--- config.mk ---
export PLATFORM = sky130hd
export DESIGN_NAME = outstanding_watchdog
export DESIGN_NICKNAME = d
export VERILOG_FILES = /design/src/rtl/wdog_pkg.sv /design/src/rtl/req_counter.sv /design/src/rtl/expiry_timer.sv /design/src/rtl/outstanding_watchdog.sv
export SDC_FILE = /design/constraint.sdc
export NUM_CORES = 1
export LEC_CHECK = 0
export BUFFER_PORTS_ARGS = -buffer_cell sky130_fd_sc_hd__buf_4
export CAP_MARGIN = 25
export CORE_UTILIZATION = 30
export CTS_CLUSTER_SIZE = 12
export DETAILED_ROUTE_END_ITERATION = 12
export PLACE_DENSITY_LB_ADDON = 0.05
export SKIP_CTS_REPAIR_TIMING = 1
export SLEW_MARGIN = 10
export SYNTH_ARGS = -nofsm -noshare
export SYNTH_HDL_FRONTEND = slang
export SYNTH_SLANG_ARGS = --single-unit
--- constraint.sdc ---
create_clock -name clk -period 2.8 [get_ports clk]
set_clock_uncertainty 0.15 [all_clocks]
set_input_delay 0.56 -clock clk [delete_from_list [all_inputs] [get_ports clk]]
set_output_delay 0.56 -clock clk [all_outputs]
set_load 0.01 [all_outputs]
--- src/rtl/wdog_pkg.sv ---
package wdog_pkg;

    // Strobes seen in one cycle
    typedef struct packed {
        logic add;
        logic drop;
        logic clear;
    } req_evt_t;

    // Command from the decision logic to the countdown timer
    typedef enum logic [1:0] {
        TM_IDLE = 2'd0,
        TM_RUN  = 2'd1,
        TM_LOAD = 2'd2,
        TM_STOP = 2'd3
    } tmr_cmd_e;

    // Nominal interval: one twentieth of a second, rounded up to a tick
    function automatic int unsigned nominal_ticks(input int unsigned hz);
        return (hz + 19) / 20;
    endfunction

    // Timer action from this cycle's strobes and the pre-update state
    function automatic tmr_cmd_e decide_cmd(input req_evt_t ev,
                                            input logic cnt_zero,
                                            input logic cnt_one,
                                            input logic armed);
        tmr_cmd_e c;
        if (ev.clear) begin
            c = TM_STOP;
        end else if (ev.add && !ev.drop) begin
            if (cnt_zero)   c = TM_LOAD;
            else if (armed) c = TM_RUN;
            else            c = TM_IDLE;
        end else if (ev.drop && !ev.add) begin
            if (cnt_zero)     c = armed ? TM_RUN : TM_IDLE;
            else if (cnt_one) c = TM_STOP;
            else              c = TM_LOAD;
        end else if (ev.add && ev.drop) begin
            c = armed ? TM_LOAD : TM_IDLE;
        end else begin
            if (!armed)        c = TM_IDLE;
            else if (cnt_zero) c = TM_STOP;
            else               c = TM_RUN;
        end
        return c;
    endfunction

endpackage

--- src/rtl/req_counter.sv ---
module req_counter
    import wdog_pkg::*;
#(
    parameter int CW = 8
) (
    input  logic          clk,
    input  logic          rst,
    input  req_evt_t      evt,
    output logic [CW-1:0] count,
    output logic          is_zero,
    output logic          is_one
);
    localparam logic [CW-1:0] MAXV = {CW{1'b1}};
    localparam logic [CW-1:0] ONE  = CW'(1);

    logic [CW-1:0] cnt_q;

    always_ff @(posedge clk) begin
        if (rst) begin
            cnt_q <= '0;
        end else if (evt.clear) begin
            cnt_q <= '0;
        end else if (evt.add && !evt.drop) begin
            if (cnt_q != MAXV) cnt_q <= cnt_q + ONE;
        end else if (evt.drop && !evt.add) begin
            if (cnt_q != '0) cnt_q <= cnt_q - ONE;
        end
    end

    assign count   = cnt_q;
    assign is_zero = (cnt_q == '0);
    assign is_one  = (cnt_q == ONE);


    no_wrap_chk: assert property (@(posedge clk) disable iff (rst)
        (cnt_q == MAXV && evt.add && !evt.drop && !evt.clear) |=> (cnt_q == MAXV));
endmodule

--- src/rtl/expiry_timer.sv ---
module expiry_timer
    import wdog_pkg::*;
#(
    parameter int TW = 16
) (
    input  logic          clk,
    input  logic          rst,
    input  tmr_cmd_e      cmd,
    input  logic [TW-1:0] interval,
    output logic          armed,
    output logic          expire
);
    localparam logic [TW-1:0] ONE = TW'(1);

    logic [TW-1:0] rem_q;
    logic          armed_q;
    logic          exp_q;
    logic [TW-1:0] load_val;

    assign load_val = (interval == '0) ? ONE : interval;

    always_ff @(posedge clk) begin
        if (rst) begin
            rem_q   <= '0;
            armed_q <= 1'b0;
            exp_q   <= 1'b0;
        end else begin
            exp_q <= 1'b0;
            unique case (cmd)
                TM_LOAD: begin
                    armed_q <= 1'b1;
                    rem_q   <= load_val;
                end
                TM_STOP: begin
                    armed_q <= 1'b0;
                    rem_q   <= '0;
                end
                TM_RUN: begin
                    if (rem_q == ONE) begin
                        armed_q <= 1'b0;
                        rem_q   <= '0;
                        exp_q   <= 1'b1;
                    end else begin
                        rem_q <= rem_q - ONE;
                    end
                end
                default: ;
            endcase
        end
    end

    assign armed  = armed_q;
    assign expire = exp_q;


    armed_nonzero_chk: assert property (@(posedge clk) disable iff (rst)
        armed_q |-> (rem_q != '0));
endmodule

--- src/rtl/outstanding_watchdog.sv ---
module outstanding_watchdog
    import wdog_pkg::*;
#(
    parameter int CNT_W = 8,
    parameter int TMR_W = 16
) (
    input  logic             clk,
    input  logic             rst,
    input  logic             enq,
    input  logic             deq,
    input  logic             flush,
    input  logic [TMR_W-1:0] interval,
    output logic             cancel_pulse,
    output logic             hold_req,
    output logic [CNT_W-1:0] out_count
);
    req_evt_t      evt;
    tmr_cmd_e      cmd;
    logic          cnt_zero;
    logic          cnt_one;
    logic          armed;
    logic          expire;

    assign evt = '{add: enq, drop: deq, clear: flush};
    assign cmd = decide_cmd(evt, cnt_zero, cnt_one, armed);

    req_counter #(.CW(CNT_W)) u_cnt (
        .clk     (clk),
        .rst     (rst),
        .evt     (evt),
        .count   (out_count),
        .is_zero (cnt_zero),
        .is_one  (cnt_one)
    );

    expiry_timer #(.TW(TMR_W)) u_tmr (
        .clk      (clk),
        .rst      (rst),
        .cmd      (cmd),
        .interval (interval),
        .armed    (armed),
        .expire   (expire)
    );

    assign cancel_pulse = expire;
    assign hold_req     = expire;


    pulse_needs_work_chk: assert property (@(posedge clk) disable iff (rst)
        cancel_pulse |-> (out_count != '0));

    single_pulse_chk: assert property (@(posedge clk) disable iff (rst)
        cancel_pulse |=> !cancel_pulse);

    idle_when_empty_chk: assert property (@(posedge clk) disable iff (rst)
        (out_count == '0) |-> !armed);

    flush_clears_chk: assert property (@(posedge clk) disable iff (rst)
        flush |=> (out_count == '0 && !cancel_pulse));

    paired_stable_chk: assert property (@(posedge clk) disable iff (rst)
        (enq && deq && !flush) |=> $stable(out_count));
endmodule

==> results.yml, run 1 <==
die:
  die_x_um: 79.15
  die_h_um: 79.15
  start_util_pct: 31.84
  core_sq_um: 5608
  pin_count: 31
  rows: 27
  die_area_sq_um: 6264
place:
  place.gp.congestion: 0.8260
  dpl.hpwl_um: 3883
  io_buffers: 30
  pre_cts_ws_ns: 0.06188
clocking:
  cts_tree: "yes"
  clk_latency_ns: 0.28
  clkSlewWorstSetupHoldPaths_ns: 0.10
  root_buffer: "clkbuf_8"
  cts_buffers: 3
  cts_max_path_buffers: 2
  cts.sinks: 26
  cts_max_level: 1
global_route:
  use_met1_pct: 26.75
  use_met3_pct: 2.989
  overflow: 0
  grt_use_total_pct: 17.54
  use_met2_pct: 25.69
  grt_max_degree: 22
  grt_pass1_vias: 1697
  antenna_found_initial: 0
  busiest_layer: "met1"
  grt_pass1_wl_um: 8604
yosys:
  yosysSeqAreaShare_pct: 29.15
  synth_cell_types: 46
  synthTopCellsByCount: "nor2_1 (36), dfxtp_1 (26), nand2_1 (20), nor3_1 (16), a21oi_1 (14)"
  synth_area_leaders: "dfxtp_1 (29%), nor2_1 (7.6%), ha_1 (6.3%)"
  synth_simple_gate_area_share_pct: 32.24
  synth_top_family_by_area: "simple AND/OR/NAND/NOR gates"
  synth-compound-area-share_pct: 19.41
  yosysTopAreaCell: "dfxtp_1"
  yosysWarnings: 0
  syn_area_per_cell_sq_um: 7.534
  synth_fa_ha_area_share_pct: 6.307
  synth_edf_count: 0
  synth_flop_cell: "dfxtp_1"
  yosys.cell_count.top_type: "nor2_1"
  yosys_register_bits: 26
  synthCells: 237
  synth.top_cell.area_share_pct: 29.15
  synthMuxAreaShare_pct: 0.5606
  syn_nets: 267
  synth-xor-area-share_pct: 7.358
  syn-cell-area_sq_um: 1785
  ys_async_sr_fraction_pct: 0
timing:
  worstMarginPinSlew_ns: 0.4269
  relSlewSlack_pct: 71.54
  post-route-min-period_ns: 2.648
  hold_violations: 0
  fin_tns_setup_ns: 0
  slew_viol_final: 0
  final.setup.worst_slack_ns: 0.1525
  fin_crit_sh_pct: 94.55
  setup_viol: 0
  rsz0062_at_grt: "no"
  fmax_mhz: 377.7
pwr:
  p_leak_nw: 0.9366
  ir_drop_mv: 0.2736
  power.density_nw_per_um2: 757.7
cells_and_area:
  drive_above_1_share_pct: 22.26
  area.growth.synth_to_final_pct: 25.44
  num_antenna_cells: 0
  n_fill_cell: 615
  final_net_count: 305
drt:
  drtAntennaViolNets: 0
  vias_per_cell: 5.225
  drtPass1Iterations: 4
  route.vias.total: 1808
  drc: 0
  wirelength_um: 5101
  drtIter0Drc: 113
  wl_per_cell_um: 14.74
worst_setup_path:
  cp_slowest_cell: "or3b_2"
  setup.worst_path.start_class: "register"
  worst_setup_path_end_kind: "register"
  path_cells: "inv_1, ha_1, or3b_2, o21a_1, a211oi_4, buf_6, and2_1, a221oi_1, nor3_1"
  critical_path_class: "reg -> reg"
  crit_required_ns: 2.85
  cp_slowest_stage_delay_ns: 0.49
  critPathArrivalTime_ns: 2.70
  path_max_fanout: 14
status:
  status: "complete, no violations"
job:
  maxCapViolCount: 0
hold_path:
  min_path_type: "reg -> reg"
cells in the final DEF (no fill, tap or decap), types with 2 or more instances in the layout:
| cell | n |
|---|---|
| ha_1 | 9 |
| and4_1 | 2 |
| dfxtp_1 | 26 |
| or2_2 | 5 |
| o21ai_0 | 8 |
| buf_4 | 44 |
| xor2_1 | 5 |
| nand2_1 | 19 |
| a221oi_1 | 5 |
| nand3b_1 | 2 |
| xnor2_1 | 10 |
| a21oi_1 | 14 |
| nor2b_1 | 3 |
| nand2b_1 | 2 |
| a22oi_1 | 5 |
| clkbuf_8 | 3 |
| or3_1 | 5 |
| a211oi_1 | 4 |
| nand4_1 | 6 |
| nor3_1 | 16 |
| and3_1 | 2 |
| inv_1 | 8 |
| nand3_1 | 6 |
| nor4_1 | 5 |
| a31oi_1 | 2 |
| nor2_1 | 36 |
layer usage:
layer,vias to the layer above,wire [um]
li1,928,-
met1,844,2739
met2,34,2143
met3,2,195
met4,0,23
met5,-,0
where the power goes:
group | switching (mW) | internal, mW
logic | 0.467 | 0.393
clock network | 0.134 | 0.192
registers | 0.0745 | 0.437
total | 0.675 | 1.02
state kept, by name, indices dropped and copies added, names as in the netlist:
signal and count:
u_tmr.rem_q 16, u_cnt.count 8, u_tmr.armed 1, u_tmr.expire 1
final cells by class:
cell class / count / area (sq um) / share of cell area (%)
Clock buffer: 3 / 41.29 / 1.844
Clock inverter: 1 / 30.03 / 1.341
Inverter: 8 / 30.03 / 1.341
Multi-Input combinational cell: 191 / 1186 / 52.96
Sequential cell: 26 / 520.5 / 23.24
Tap cell: 72 / 90.09 / 4.022
Timing Repair Buffer: 45 / 341.6 / 15.25
metrics by stage:
stage / util, % / instances / power (mW) / area (sq um) / hold slack, ns
6_report: 39.94 / 346 / 1.697 / 2240 / 0.3594
3_3_place_gp: 38.42 / 342 / 1.376 / 2155 / 0.3471
2_1_floorplan: - / 237 / 1.100 / 1785 / 0.3206
3_5_place_dp: 38.42 / 342 / 1.368 / 2155 / 0.3431
4_1_cts: 39.69 / 346 / 1.701 / 2226 / 0.3556
5_1_grt: 39.94 / 346 / 1.845 / 2240 / 0.3727
critical path, delay by kind of cell, from the launching register on:
kind                       cells  cell delay, ns
and+or+nand+nor                3            0.93
AOI/OAI and AO/OA              3            0.65
DFF                            1            0.32
buffers and inverters          2            0.32
adders and majority gates      1            0.19
kinds of logic after synthesis:
kind of cell | count (synthesis)
AND/OR/NAND/NOR | 116
AO/OA/AOI/OAI | 50
flip-flops | 26
buffers and inverters | 20
XOR/XNOR | 15
adder cells (fa/ha/maj) | 9
multiplexers | 1
path summary, 6_finish.rpt:
path,depth (start not counted),to,start,slack (ns)
hold / removal,2,u_tmr.rem_q[7],u_tmr.rem_q[7],0.36
setup / recovery,9,u_tmr.rem_q[5],u_cnt.count[0],0.15
setup reg to reg,9,u_tmr.rem_q[5],u_cnt.count[0],0.15
hold reg to reg,2,u_tmr.rem_q[7],u_tmr.rem_q[7],0.36
No activity file was read; power rests on OpenSTA's default activity.
==> run 2: changes to the inputs <==
- CORE_ASPECT_RATIO: unset -> 0.6
- MAX_ROUTING_LAYER: unset -> met4
==> run 2 against run 1 <==
  * Combinational power is 4.1% higher
  * Critical path depth is 1 lower
  * Largest cell class unchanged
  * Final cell count is 3.2% higher
  * Highest routed layer unchanged
  * Critical endpoint is now u_tmr.rem_q[8]
  * Clock power is 2% higher
==> results.yml, run 2 (synthesis results as in run 1) <==
drt:
  drc: 0
  route.vias.total: 1839
  vias_per_cell: 5.151
  wirelength_um: 5620
  drtIter0Drc: 137
  drtPass1Iterations: 4
  wl_per_cell_um: 15.74
  drtAntennaViolNets: 0
cells_and_area:
  area.growth.synth_to_final_pct: 26.70
  num_antenna_cells: 0
  n_fill_cell: 594
  drive_above_1_share_pct: 22.74
  largest_register_ffs: 16
  final_cells: 357
  final_core_util_pct: 40.04
  regMostFlops: "u_tmr.rem_q"
  final_common_cell: "buf_4"
  layout_common_cells: "buf_4 (48), nor2_1 (36), dfxtp_1 (26)"
  final_net_count: 308
global_route:
  use_met3_pct: 3.915
  grt_use_total_pct: 19.65
  busiest_layer: "met1"
  grt_max_degree: 22
  use_met2_pct: 22.78
  overflow: 0
  use_met1_pct: 32.41
  grt_pass1_wl_um: 8783
  grt_pass1_vias: 1562
  antenna_found_initial: 0
die:
  core_sq_um: 5649
  die_area_sq_um: 6274
  start_util_pct: 31.61
  die_x_um: 101.6
  die_h_um: 61.76
  rows: 21
  pin_count: 31
worst_setup_path:
  critical_path_class: "reg -> reg"
  setup.worst_path.start_class: "register"
  path_max_fanout: 11
  crit_required_ns: 2.83
  worst_setup_path_end_kind: "register"
  r2r_slack_ns: 0.17
  critPathArrivalTime_ns: 2.67
place:
  place.gp.congestion: 0.8134
  io_buffers: 30
  pre_cts_ws_ns: 0.09506
  dp.cells: 353
  dpl.hpwl_um: 4351
clocking:
  cts_max_level: 1
  cts.sinks: 26
  clkSlewWorstSetupHoldPaths_ns: 0.10
  clk_latency_ns: 0.28
  cts_max_path_buffers: 2
  cts_buffers: 3
  root_buffer: "clkbuf_8"
  cts_tree: "yes"
pwr:
  p_leak_nw: 0.9487
  power.density_nw_per_um2: 767.5
  finalPower_mw: 1.736
  ir_drop_mv: 0.3374
timing:
  post-route-min-period_ns: 2.634
  worstMarginPinSlew_ns: 0.4583
  fin_crit_sh_pct: 94.05
  fmax_mhz: 379.7
  setup_viol: 0
  relSlewSlack_pct: 69.17
  final.setup.worst_slack_ns: 0.1665
  hold_violations: 0
  rsz0062_at_grt: "no"
  fin_tns_setup_ns: 0
  slew_viol_final: 0
status:
  status: "complete, no violations"
hold_path:
  min_path_type: "reg -> reg"
job:
  maxCapViolCount: 0
[run 2: cell types whose count changed in the layout (fill, tap and decap cells not counted)]
cell / change
buf_4: +4
nor4_1: +1
buf_6: -1
nor4_2: -1
[run 2: worst max-delay path, cell delays in order, from the launching register on]
cell	delay, ns
dfxtp_1	0.32
inv_1	0.11
ha_1	0.21
or3b_2	0.49
o21a_1	0.23
a211oi_4	0.35
buf_4	0.25
nand3_1	0.12
o311ai_0	0.30
[run 2: metrics by stage]
| stage | cell area, sq um | hold WS, ns |
|---|---|---|
| after CTS | 2258 | 0.3765 |
| final | 2262 | 0.3743 |
| after global routing | 2262 | 0.3906 |
| after detailed placement | 2187 | 0.3558 |
| after floorplan | 1785 | 0.3206 |
| after global placement | 2187 | 0.3556 |
[run 2: layer usage]
layer	share of wire, %	routed length, um
met1	57	3222
met3	7.0	391
met4	0.37	21
met2	35	1985
met5	0	0
[run 2: path summary, 6_finish.rpt]
check | start | end | cells after the start
max | u_cnt.count[0] | u_tmr.rem_q[8] | 8
min | u_tmr.rem_q[14] | u_tmr.rem_q[14] | 2
max reg2reg | u_cnt.count[0] | u_tmr.rem_q[8] | 8
min reg2reg | u_tmr.rem_q[14] | u_tmr.rem_q[14] | 2
[run 2: power by group]
part	internal (mW)	switching, mW
sequential	0.437	0.0742
clock	0.192	0.138
combinational	0.393	0.502
[run 2: layout make-up]
cell class	instances	area (sq um)	area share [%]
multi-input combinational	191	1180	52.16
sequential	26	520.5	23.01
timing repair buffer	48	360.3	15.93
tap	80	100.1	4.425
clock buffer	3	41.29	1.825
clock inverter	1	30.03	1.327
inverter	8	30.03	1.327
==> run 3: changes to the inputs <==
- CORE_ASPECT_RATIO: 0.6 -> unset
==> run 3 against run 2 <==
  * Core utilization is 0.11 points lower
  * Sequential cell count stayed put
  * Global-route usage is 1.6 points lower
  * Power is 2.3% lower
==> results.yml, run 3 (synthesis results as in run 1) <==
worst_setup_path:
  setup.worst_path.start_class: "register"
  crit_path_start: "u_cnt.count[0]"
  r2r_slack_ns: 0.16
  critPathArrivalTime_ns: 2.69
  rr_worst_depth: 9
  r2r_end: "u_tmr.rem_q[5]"
  cp_slowest_stage_delay_ns: 0.49
  crit_required_ns: 2.85
  path_cells: "inv_1, ha_1, or3b_2, o21a_1, a211oi_4, buf_6, and2_1, a221oi_1, nor3_1"
  path_max_fanout: 14
  r2r_start: "u_cnt.count[0]"
  cp_slowest_cell: "or3b_2"
  worst_setup_path_end_kind: "register"
  critical_path_class: "reg -> reg"
die:
  start_util_pct: 31.84
  core_sq_um: 5608
  pin_count: 31
  die_x_um: 79.15
  die_h_um: 79.15
  rows: 27
  die_area_sq_um: 6264
timing:
  slew_viol_final: 0
  fin_crit_sh_pct: 94.23
  rsz0062_at_grt: "no"
  fmax_mhz: 379.0
  relSlewSlack_pct: 71.59
  fin_tns_setup_ns: 0
  setup_viol: 0
  hold_violations: 0
  worstMarginPinSlew_ns: 0.4261
  post-route-min-period_ns: 2.639
hold_path:
  min_path_type: "reg -> reg"
  min_path_cells: 2
  min_to: "u_tmr.rem_q[7]"
  hold_path.startpoint: "u_tmr.rem_q[7]"
global_route:
  grt_pass1_vias: 1699
  grt_use_total_pct: 18.02
  grt_pass1_wl_um: 8597
  overflow: 0
  antenna_found_initial: 0
  grt_max_degree: 22
clocking:
  cts_max_level: 1
  root_buffer: "clkbuf_8"
  cts.sinks: 26
  clkSlewWorstSetupHoldPaths_ns: 0.10
  cts_max_path_buffers: 2
  clk_latency_ns: 0.28
  cts_tree: "yes"
  cts_buffers: 3
cells_and_area:
  num_antenna_cells: 0
  n_fill_cell: 615
  regMostFlops: "u_tmr.rem_q"
  final_common_cell: "buf_4"
  drive_above_1_share_pct: 22.26
  area.growth.synth_to_final_pct: 25.44
  layout_common_cells: "buf_4 (44), nor2_1 (36), dfxtp_1 (26)"
  final_net_count: 305
  largest_register_ffs: 16
pwr:
  finalPower_mw: 1.696
  power.density_nw_per_um2: 757.3
  p_leak_nw: 0.9366
  ir_drop_mv: 0.2736
drt:
  top_layer: "met4"
  drc: 0
  drtIter0Drc: 113
  m1WireLength_um: 2722
  wl_met3_um: 201
  wl_met2_um: 2129
  drtAntennaViolNets: 0
  route.vias.total: 1827
  wirelength_um: 5074
  wl_per_cell_um: 14.66
  vias_per_cell: 5.280
  drtPass1Iterations: 6
place:
  dpl.hpwl_um: 3883
  place.gp.congestion: 0.8386
  io_buffers: 30
job:
  maxCapViolCount: 0
status:
  status: "complete, no violations"
==> run 3: changes by cell type in the layout (fill, tap and decap cells not counted), sizes merged <==
cell / delta
buf: -3
==> run 3: worst max-delay path, delay by kind of cell, from the launching register on <==
family	cells	cell delay (ns)
AND/OR/NAND/NOR	3	0.92
AO/OA/AOI/OAI	3	0.64
flip-flops	1	0.32
buffers and inverters	2	0.32
adder cells (fa/ha/maj)	1	0.19
==> run 3: cell type report <==
class                      count  area, sq um  area share [%]
multi-input combinational    191         1186           52.96
inverter                       8        30.03           1.341
clock buffer                   3        41.29           1.844
timing repair buffer          45        341.6           15.25
clock inverter                 1        30.03           1.341
tap                           72        90.09           4.022
sequential                    26        520.5           23.24
==> run 3: where the power goes <==
group | internal [mW] | total [mW] | switching [mW]
clock | 0.192 | 0.326 | 0.134
combinational | 0.393 | 0.859 | 0.467
sequential | 0.437 | 0.511 | 0.0739
total | 1.02 | 1.70 | 0.675
==> run 3: worst max path at each step <==
stage,to,slack (ns)
after floorplan,u_tmr.rem_q[8],0.22
after global placement,u_tmr.rem_q[2],0.04
after detailed placement,u_tmr.rem_q[10],0.06
after CTS,u_tmr.rem_q[9],0.09
after global routing,u_tmr.rem_q[5],0.03
final,u_tmr.rem_q[5],0.16
==> run 3: routing by layer <==
layer | vias up | track usage (%)
li1 | 929 | -
met1 | 856 | 26.75
met2 | 40 | 25.69
met3 | 2 | 2.989
met4 | 0 | 2.727
met5 | - | -
==> run 3: stage by stage <==
stage / instances / hold slack, ns / area (sq um) / setup slack [ns] / util [%]
after floorplan: 237 / 0.3206 / 1785 / 0.2165 / -
after detailed placement: 342 / 0.3431 / 2155 / 0.06188 / 38.42
after global routing: 346 / 0.3727 / 2240 / 0.03468 / 39.94
after CTS: 346 / 0.3556 / 2226 / 0.09130 / 39.69
final: 346 / 0.3576 / 2240 / 0.1615 / 39.94
after global placement: 342 / 0.3471 / 2155 / 0.03787 / 38.42
